--- config.mk ---
export PLATFORM = sky130hd
export DESIGN_NAME = occupancy_counter
export DESIGN_NICKNAME = d
export VERILOG_FILES = /design/src/rtl/occ_pkg.sv /design/src/rtl/occ_bcd_digit.sv /design/src/rtl/occ_step_select.sv /design/src/rtl/occupancy_counter.sv
export SDC_FILE = /design/constraint.sdc
export NUM_CORES = 1
export LEC_CHECK = 0
export ABC_CLOCK_PERIOD_IN_PS = 1350
export BUFFER_PORTS_ARGS = -buffer_cell sky130_fd_sc_hd__clkbuf_2
export CORE_MARGIN = 4
export CORE_UTILIZATION = 50
export DETAILED_ROUTE_END_ITERATION = 8
export PLACE_DENSITY = 0.74
export SLEW_MARGIN = 40
export SYNTH_ARGS = -nofsm -noshare
export SYNTH_HDL_FRONTEND = slang
export SYNTH_SLANG_ARGS = --single-unit
--- constraint.sdc ---
create_clock -name clk -period 1.35 [get_ports clk]
set_input_delay 0.0675 -clock clk [delete_from_list [all_inputs] [get_ports clk]]
set_output_delay 0.0675 -clock clk [all_outputs]
set_load 0.02 [all_outputs]
--- src/rtl/occ_pkg.sv ---
package occ_pkg;
    typedef enum logic [1:0] {
        OCC_EMPTY   = 2'd0,
        OCC_PARTIAL = 2'd1,
        OCC_FULL    = 2'd2
    } occ_state_t;

    typedef enum logic [1:0] {
        STEP_HOLD = 2'd0,
        STEP_UP   = 2'd1,
        STEP_DOWN = 2'd2
    } step_t;
endpackage

--- src/rtl/occ_bcd_digit.sv ---
module occ_bcd_digit (
    input  logic       clk,
    input  logic       rst,
    input  logic       en,
    input  logic       up,
    output logic [3:0] digit
);
    always_ff @(posedge clk) begin
        if (rst) begin
            digit <= 4'd0;
        end else if (en) begin
            if (up) begin
                digit <= (digit == 4'd9) ? 4'd0 : digit + 4'd1;
            end else begin
                digit <= (digit == 4'd0) ? 4'd9 : digit - 4'd1;
            end
        end
    end
endmodule

--- src/rtl/occ_step_select.sv ---
module occ_step_select
    import occ_pkg::*;
(
    input  logic       entry_pulse,
    input  logic       exit_pulse,
    input  occ_state_t state,
    output step_t      step
);
    always_comb begin
        unique case ({entry_pulse, exit_pulse})
            2'b10:   step = (state == OCC_FULL)  ? STEP_HOLD : STEP_UP;
            2'b01:   step = (state == OCC_EMPTY) ? STEP_HOLD : STEP_DOWN;
            default: step = STEP_HOLD;
        endcase
    end
endmodule

--- src/rtl/occupancy_counter.sv ---
module occupancy_counter
    import occ_pkg::*;
#(
    parameter int NUM_DIGITS = 2,
    parameter int CAPACITY   = 99
) (
    input  logic                    clk,
    input  logic                    rst,
    input  logic                    entry_pulse,
    input  logic                    exit_pulse,
    output logic [4*NUM_DIGITS-1:0] count_bcd,
    output logic                    full
);
    localparam int CW = 4 * NUM_DIGITS;

    function automatic logic [CW-1:0] to_bcd(input int v);
        logic [CW-1:0] b;
        int r;
        b = '0;
        r = v;
        for (int i = 0; i < NUM_DIGITS; i++) begin
            b[4*i +: 4] = 4'(r % 10);
            r = r / 10;
        end
        return b;
    endfunction

    localparam logic [CW-1:0] CAP_M1_BCD = to_bcd(CAPACITY - 1);
    localparam logic [CW-1:0] ONE_BCD    = to_bcd(1);

    occ_state_t state, state_nxt;
    step_t      step;
    logic       at_cap_m1, at_one;
    logic [NUM_DIGITS-1:0] dig_en;
    logic       count_up;

    occ_step_select u_sel (
        .entry_pulse (entry_pulse),
        .exit_pulse  (exit_pulse),
        .state       (state),
        .step        (step)
    );

    assign at_cap_m1 = (count_bcd == CAP_M1_BCD);
    assign at_one    = (count_bcd == ONE_BCD);
    assign count_up  = (step == STEP_UP);
    assign dig_en[0] = (step != STEP_HOLD);

    // Cascade: a digit steps when every digit below it rolls over.
    for (genvar g = 0; g < NUM_DIGITS; g++) begin : g_digit
        occ_bcd_digit u_digit (
            .clk   (clk),
            .rst   (rst),
            .en    (dig_en[g]),
            .up    (count_up),
            .digit (count_bcd[4*g +: 4])
        );
        if (g < NUM_DIGITS - 1) begin : g_carry
            assign dig_en[g+1] = dig_en[g] &&
                (count_up ? (count_bcd[4*g +: 4] == 4'd9)
                          : (count_bcd[4*g +: 4] == 4'd0));
        end
    end

    // State register
    always_ff @(posedge clk) begin
        if (rst) begin
            state <= OCC_EMPTY;
        end else begin
            state <= state_nxt;
        end
    end

    // Next-state logic: T_FILL, T_TOP, T_LEAVE, T_DRAIN
    always_comb begin
        state_nxt = state;
        unique case (state)
            OCC_EMPTY: begin
                if (step == STEP_UP) begin
                    state_nxt = at_cap_m1 ? OCC_FULL : OCC_PARTIAL;
                end
            end
            OCC_PARTIAL: begin
                if (step == STEP_UP && at_cap_m1) begin
                    state_nxt = OCC_FULL;
                end else if (step == STEP_DOWN && at_one) begin
                    state_nxt = OCC_EMPTY;
                end
            end
            OCC_FULL: begin
                if (step == STEP_DOWN) begin
                    state_nxt = at_one ? OCC_EMPTY : OCC_PARTIAL;
                end
            end
            default: state_nxt = OCC_EMPTY;
        endcase
    end

    // Output logic
    always_comb begin
        full = (state == OCC_FULL);
    end
endmodule

==> results of run 1 <==
## cells by family (layout without fill, tap and decap cells)
kind of cell | after synthesis | after routing | share of synthesized area
DFF | 10 | 10 | 0.207
xor gates and xnor gates | 3 | 3 | 0.0271
adders and majority gates | 2 | 2 | 0.0258
buffers and inverters | 16 | 47 | 0.102
and+or+nand+nor | 51 | 52 | 0.350
AOI/OAI and AO/OA | 35 | 35 | 0.266
muxes | 2 | 2 | 0.0220
## through the flow
step                setup WS, ps  setup TNS (ps)  total power, W  std cells   util
floorplan                  -99.5            -347        0.000541        119      -
global placement            -168           -1200        0.000625        170  0.675
detailed placement          -221           -1470        0.000635        170  0.675
CTS                        -98.3            -595        0.000890        175  0.721
global route                -234           -1760        0.000972        176  0.764
finish                      -147           -1030        0.000926        176  0.764
## worst register-to-register path, cell delays in order (launching register included)
cell and delay [ps]:
dfxtp_2 360, buf_6 130, nand3b_4 140, a311oi_4 340, o211ai_4 150, o21bai_1 180
a21oi_1 120
## cells in the mapped netlist (all sizes together)
| master | count |
|---|---|
| mux2 | 1 |
| mux2i | 1 |
| o21ai | 4 |
| o32ai | 1 |
| inv | 3 |
| a221oi | 1 |
| dfxtp | 10 |
| nor4 | 1 |
| clkinv | 1 |
| nand4b | 2 |
| or2 | 2 |
| nor2 | 11 |
| and4b | 1 |
| a311oi | 2 |
| a21oi | 7 |
| xor2 | 1 |
| ha | 2 |
| nand3b | 3 |
| o211ai | 2 |
| and2 | 3 |
| a21bo | 1 |
| o31a | 2 |
| and3 | 2 |
| nor2b | 5 |
| a31oi | 2 |
| o21bai | 1 |
| nand2b | 2 |
| nor3 | 3 |
| a32oi | 1 |
| o32a | 2 |
| o21a | 2 |
| o22ai | 2 |
| nand2 | 8 |
| nand3 | 3 |
| a211oi | 5 |
| clkbuf | 2 |
| and4bb | 2 |
| buf | 10 |
| nor4b | 2 |
| xnor2 | 2 |
| and3b | 1 |
## timing repair
| item | in CTS | in global routing |
|---|---|---|
| gates cloned | 1 | 0 |
| hold endpoints to repair | 0 | 0 |
| setup buffers | 0 | 1 |
| gates resized for setup | 11 | 17 |
| setup endpoints to repair | 10 | 10 |
| pin swaps | 4 | 12 |
## registers in the layout (all words and copies together), names as in the netlist
name                   cells
state                      2
g_digit.u_digit.digit      8
## metal layers
metal	track usage	vias up
li1	-	504
met1	0.282	506
met2	0.395	56
met3	0.0487	19
met4	0.114	0
met5	0	-
## cell type report
| type | instances | area, µm² |
|---|---|---|
| Clock buffer | 4 | 26.3 |
| Fill cell | 122 | 420 |
| Sequential cell | 10 | 218 |
| Timing Repair Buffer | 39 | 270 |
| Inverter | 4 | 20.0 |
| Tap cell | 25 | 31.3 |
| Multi-Input combinational cell | 94 | 797 |
## report_power, final
part / total, W / switching [W] / internal (W)
Combinational: 0.000350 / 0.000182 / 0.000168
Clock: 0.000240 / 0.000125 / 0.000115
Sequential: 0.000336 / 0.0000269 / 0.000309
Total: 0.000926 / 0.000335 / 0.000591
## how the worst min path moves through the flow
stage | start | end | slack (ps) | cells after the start
CTS | rst | g_digit[1].u_digit.digit[3] | 120 | 2
finish | rst | g_digit[0].u_digit.digit[3] | 130 | 2
detailed placement | rst | g_digit[1].u_digit.digit[1] | 420 | 2
floorplan | rst | g_digit[1].u_digit.digit[0] | 370 | 2
global placement | rst | g_digit[1].u_digit.digit[1] | 400 | 2
global route | rst | g_digit[1].u_digit.digit[3] | 160 | 2
==> results.json, run 1 <==
{
  "status": "finished with violations",
  "dpl_cell_area_um2": 1200,
  "initial_utilization": 0.543,
  "drcViolationCount": 0,
  "crit_family": "compound AO/OA/AOI/OAI gates",
  "core_um2": 1780,
  "most-common-layout-cells": "25 x buf_4, 12 x clkbuf_2, 9 x nor2_1",
  "skew_ps": 0.661,
  "dr.pass1.iters": 4,
  "cellPowerDensity_nw_per_um2": 679,
  "dpl.hpwl_mm": 1.91,
  "synthToLayoutAreaGrowth_pct": 40.7,
  "rsz0062_at_grt": "yes",
  "clockBufferDepth": 2,
  "arrival_ps": 1700,
  "wl_mm": 3.06,
  "hp-class": "in -> reg",
  "synth.distinct_cells": 52,
  "ys_seq_elements": 10,
  "endpoint": "g_digit[1].u_digit.digit[3]",
  "netlist_area_um2": 968,
  "wl_per_cell_um": 17.4,
  "finalSetupViolations": 10,
  "yosysSeqAreaShare": 0.207,
  "root_buffer": "clkbuf_4",
  "dieHeight_um": 52.0,
  "insertion_delay_ps": 280,
  "path_cells": "buf_6 > nand3b_4 > a311oi_4 > o211ai_4 > o21bai_1 > a21oi_1",
  "worstSetupPathDepth": 6,
  "syn_inst": 119,
  "yosysWarnings": 0,
  "synth.area.top_cells": "dfxtp_1 21%, buf_6 4.7%, nor2_1 4.3%, a211oi_1 3.9%, a21oi_1 3.6%",
  "required_ps": 1560,
  "postRouteAntennaNets": 0,
  "drt-initial-drc-count": 49,
  "grt.total_usage": 0.236,
  "clkTransAtPathRegs_ps": 70,
  "ioPinCount": 13,
  "crit_buf_inv": 1,
  "cpMaxStageDelayCell": "dfxtp_2",
  "antenna_found_initial": 0,
  "syn-mean-instance-area_um2": 8.14,
  "met3_length_um": 171,
  "cts_hold_buffers": 0,
  "topRoutingLayerUsed": "met4",
  "power_leakage_nw": 0.557,
  "final_common_cell": "buf_4",
  "htreeDepth": 1,
  "finalInstanceArea_um2": 1360,
  "grt_pass1_wl_mm": 4.71,
  "yosysTopAreaCell": "dfxtp_1",
  "cts_tree": "yes",
  "vias_per_cell": 6.16,
  "fin_crit_ps": 1500,
  "numPortBuffers": 12,
  "vias": 1085,
  "synth_fp_nets": 125,
  "rows": 15,
  "fin_ws_ps": -147,
  "final_nets": 158,
  "setup.worst_path.end_class": "flip-flop",
  "period_share": 1.11,
  "met2WireLength_mm": 1.51,
  "crit_type": "reg -> reg",
  "max_stage_delay_ps": 360,
  "r2r-end": "g_digit[1].u_digit.digit[3]",
  "worst_r2r_path_depth": 6,
  "clock.fmax_mhz": 668,
  "maxCapViolCount": 0,
  "gr-total-overflow": 0,
  "worst_slew_pin_slew_ps": 349,
  "reg2reg_slack_ps": -150,
  "slew_viol_final": 0,
  "holdWs_ps": 127,
  "crit_path_start": "state[0]",
  "antennaDiodeCount": 0,
  "worst_r2r_startpoint": "state[0]",
  "die_x_um": 52.0,
  "finalHoldViolations": 0,
  "grt_max_degree": 11,
  "worstPathMaxFanout": 6,
  "relSlewSlack": 0.767,
  "ir_drop_uv": 498,
  "m1WireLength_mm": 1.25,
  "cts_sinks": 10,
  "cp-start-kind": "flip-flop",
  "gp_congestion": 0.837,
  "grt_pass1_vias": 1044,
  "violations": "negative setup slack",
  "netlist.area_leader.share": 0.207,
  "die_area_um2": 2710,
  "drive_above_1_share": 0.517,
  "cts_buffers": 3
}
Power figures use the tool's default switching activity.
==> run 2: changes to the inputs <==
--- a/config.mk
+++ b/config.mk
@@ -10,4 +10,5 @@
 export CORE_MARGIN = 4
 export CORE_UTILIZATION = 50
+export CTS_CLUSTER_DIAMETER = 120
 export DETAILED_ROUTE_END_ITERATION = 8
 export PLACE_DENSITY = 0.74
==> constraint.sdc (replaced) <==
create_clock -name clk -period 1.35 [get_ports clk]
set_input_delay 0.3375 -clock clk [delete_from_list [all_inputs] [get_ports clk]]
set_output_delay 0.3375 -clock clk [all_outputs]
set_load 0.02 [all_outputs]
==> run 2 against run 1 <==
The run still ends with negative setup slack left. Sequential cell count did not move. Utilization rose by 7.7 points. Sequential share of layout area fell by 1.2 points. Clock skew rose by 1.5 ps. Worst setup slack got worse by 75 ps. Die area did not move. Register-to-register slack got worse by 20 ps. Critical path type is now in -> reg. Largest power group unchanged.
==> results.json, run 2 (synthesized netlist as in run 1, its figures left out) <==
{
  "grt.total_usage": 0.250,
  "drt-initial-drc-count": 51,
  "clock.fmax_mhz": 636,
  "period_share": 1.16,
  "largest_register_ff_count": 8,
  "ir_drop_uv": 419,
  "core_um2": 1780,
  "fin_tns_setup_ps": -1770,
  "clkTransAtPathRegs_ps": 70,
  "htreeDepth": 1,
  "most-common-layout-cells": "31 x buf_4, 10 x nor2_1, 8 x buf_6",
  "dpl_cell_area_um2": 1220,
  "antenna_found_initial": 0,
  "hp-class": "in -> reg",
  "drcViolationCount": 0,
  "grt_max_degree": 12,
  "cts_hold_buffers": 0,
  "root_buffer": "clkbuf_4",
  "grt_pass1_wl_mm": 4.91,
  "drive_above_1_share": 0.550,
  "crit_type": "in -> reg",
  "skew_ps": 2.19,
  "fin_cells": 185,
  "ioPinCount": 13,
  "die_area_um2": 2710,
  "gp_congestion": 0.885,
  "cts_buffers": 3,
  "wl_per_cell_um": 18.0,
  "cellPowerDensity_nw_per_um2": 640,
  "fill_cells": 96,
  "power_leakage_nw": 0.626,
  "worst_slew_pin_slew_ps": 420,
  "regArea_um2": 221,
  "vias_per_cell": 6.16,
  "cts_sinks": 10,
  "dp_worst_setup_slack_ps": -567,
  "dieHeight_um": 52.0,
  "die_x_um": 52.0,
  "placed_cells": 171,
  "slew_viol_final": 0,
  "synthToLayoutAreaGrowth_pct": 54.9,
  "cp-start-kind": "primary input",
  "wl_mm": 3.32,
  "clockBufferDepth": 2,
  "required_ps": 1510,
  "reg2reg_slack_ps": -170,
  "cts_tree": "yes",
  "vias": 1140,
  "worstPathMaxFanout": 4,
  "finalInstanceArea_um2": 1500,
  "fin_crit_ps": 1570,
  "status": "finished with violations",
  "final_common_cell": "buf_4",
  "rsz0062_at_grt": "yes",
  "violations": "negative setup slack",
  "grt_pass1_vias": 1057,
  "final_nets": 167,
  "largest_register": "g_digit.u_digit.digit",
  "postRouteAntennaNets": 0,
  "reg.largest.list": "g_digit.u_digit.digit: 8 flops, state: 2 flops",
  "setup.worst_path.end_class": "flip-flop",
  "dr.pass1.iters": 5,
  "relSlewSlack": 0.719,
  "numPortBuffers": 12,
  "multiInputGateArea_um2": 782,
  "maxCapViolCount": 0,
  "arrival_ps": 1730,
  "gr-total-overflow": 0,
  "dpl.hpwl_mm": 1.98,
  "rows": 15,
  "antennaDiodeCount": 0,
  "initial_utilization": 0.543,
  "finalSetupViolations": 11,
  "insertion_delay_ps": 280,
  "fin_ws_ps": -221,
  "finalHoldViolations": 0
}
run 2: cell types whose count changed in the layout (fill, tap and decap cells not counted), moves of 2 or more:
cell      change
clkbuf_2      -5
buf_4         +6
nand2_1       -2
buf_6         +6
run 2: worst paths after layout:
path	to	startpoint	cells after the start
hold / removal	g_digit[0].u_digit.digit[3]	rst	2
setup / recovery	g_digit[1].u_digit.digit[0]	entry_pulse	8
setup reg to reg	state[1]	g_digit[1].u_digit.digit[0]	5
hold reg to reg	g_digit[1].u_digit.digit[0]	g_digit[1].u_digit.digit[0]	2
run 2: worst max-delay path: stages:
cell       delay (ps)
clkbuf_16         110
inv_8              30
ha_4              260
and3b_4           200
o32a_1            420
o211ai_2          140
xor2_1            180
nor2_1             60
run 2: final cells by class:
type	count	area share
clock inverter	1	0.00250
inverter	4	0.0183
multi-input combinational	93	0.521
clock buffer	3	0.0150
timing repair buffer	49	0.274
sequential	10	0.148
tap	25	0.0209
run 2: repair_timing:
item                                    4_1_cts  5_1_grt
pin swaps                                    15       11
setup buffers                                 6        5
endpoints found under the setup margin       14       17
gates resized for setup                      28       19
run 2: per-layer routing:
layer | vias to the layer above | wire (µm) | GRT usage
li1 | 524 | - | -
met1 | 561 | 1280 | 0.297
met2 | 43 | 1760 | 0.433
met3 | 12 | 192 | 0.0372
met4 | 0 | 85 | 0.122
met5 | - | 0 | 0
run 2: stage by stage:
| step | total power, W | utilization | hold slack (ps) |
|---|---|---|---|
| final | 0.000960 | 0.841 | 412 |
| after global routing | 0.00100 | 0.841 | 448 |
| after CTS | 0.000905 | 0.793 | 388 |
| after detailed placement | 0.000638 | 0.683 | 584 |
| after global placement | 0.000631 | 0.683 | 552 |
| after floorplan | 0.000542 | - | 620 |
run 2: where the power goes:
group	switching, W	internal, W
Clock	0.000118	0.000107
Combinational	0.000197	0.000207
Sequential	0.0000237	0.000308
Total	0.000338	0.000622
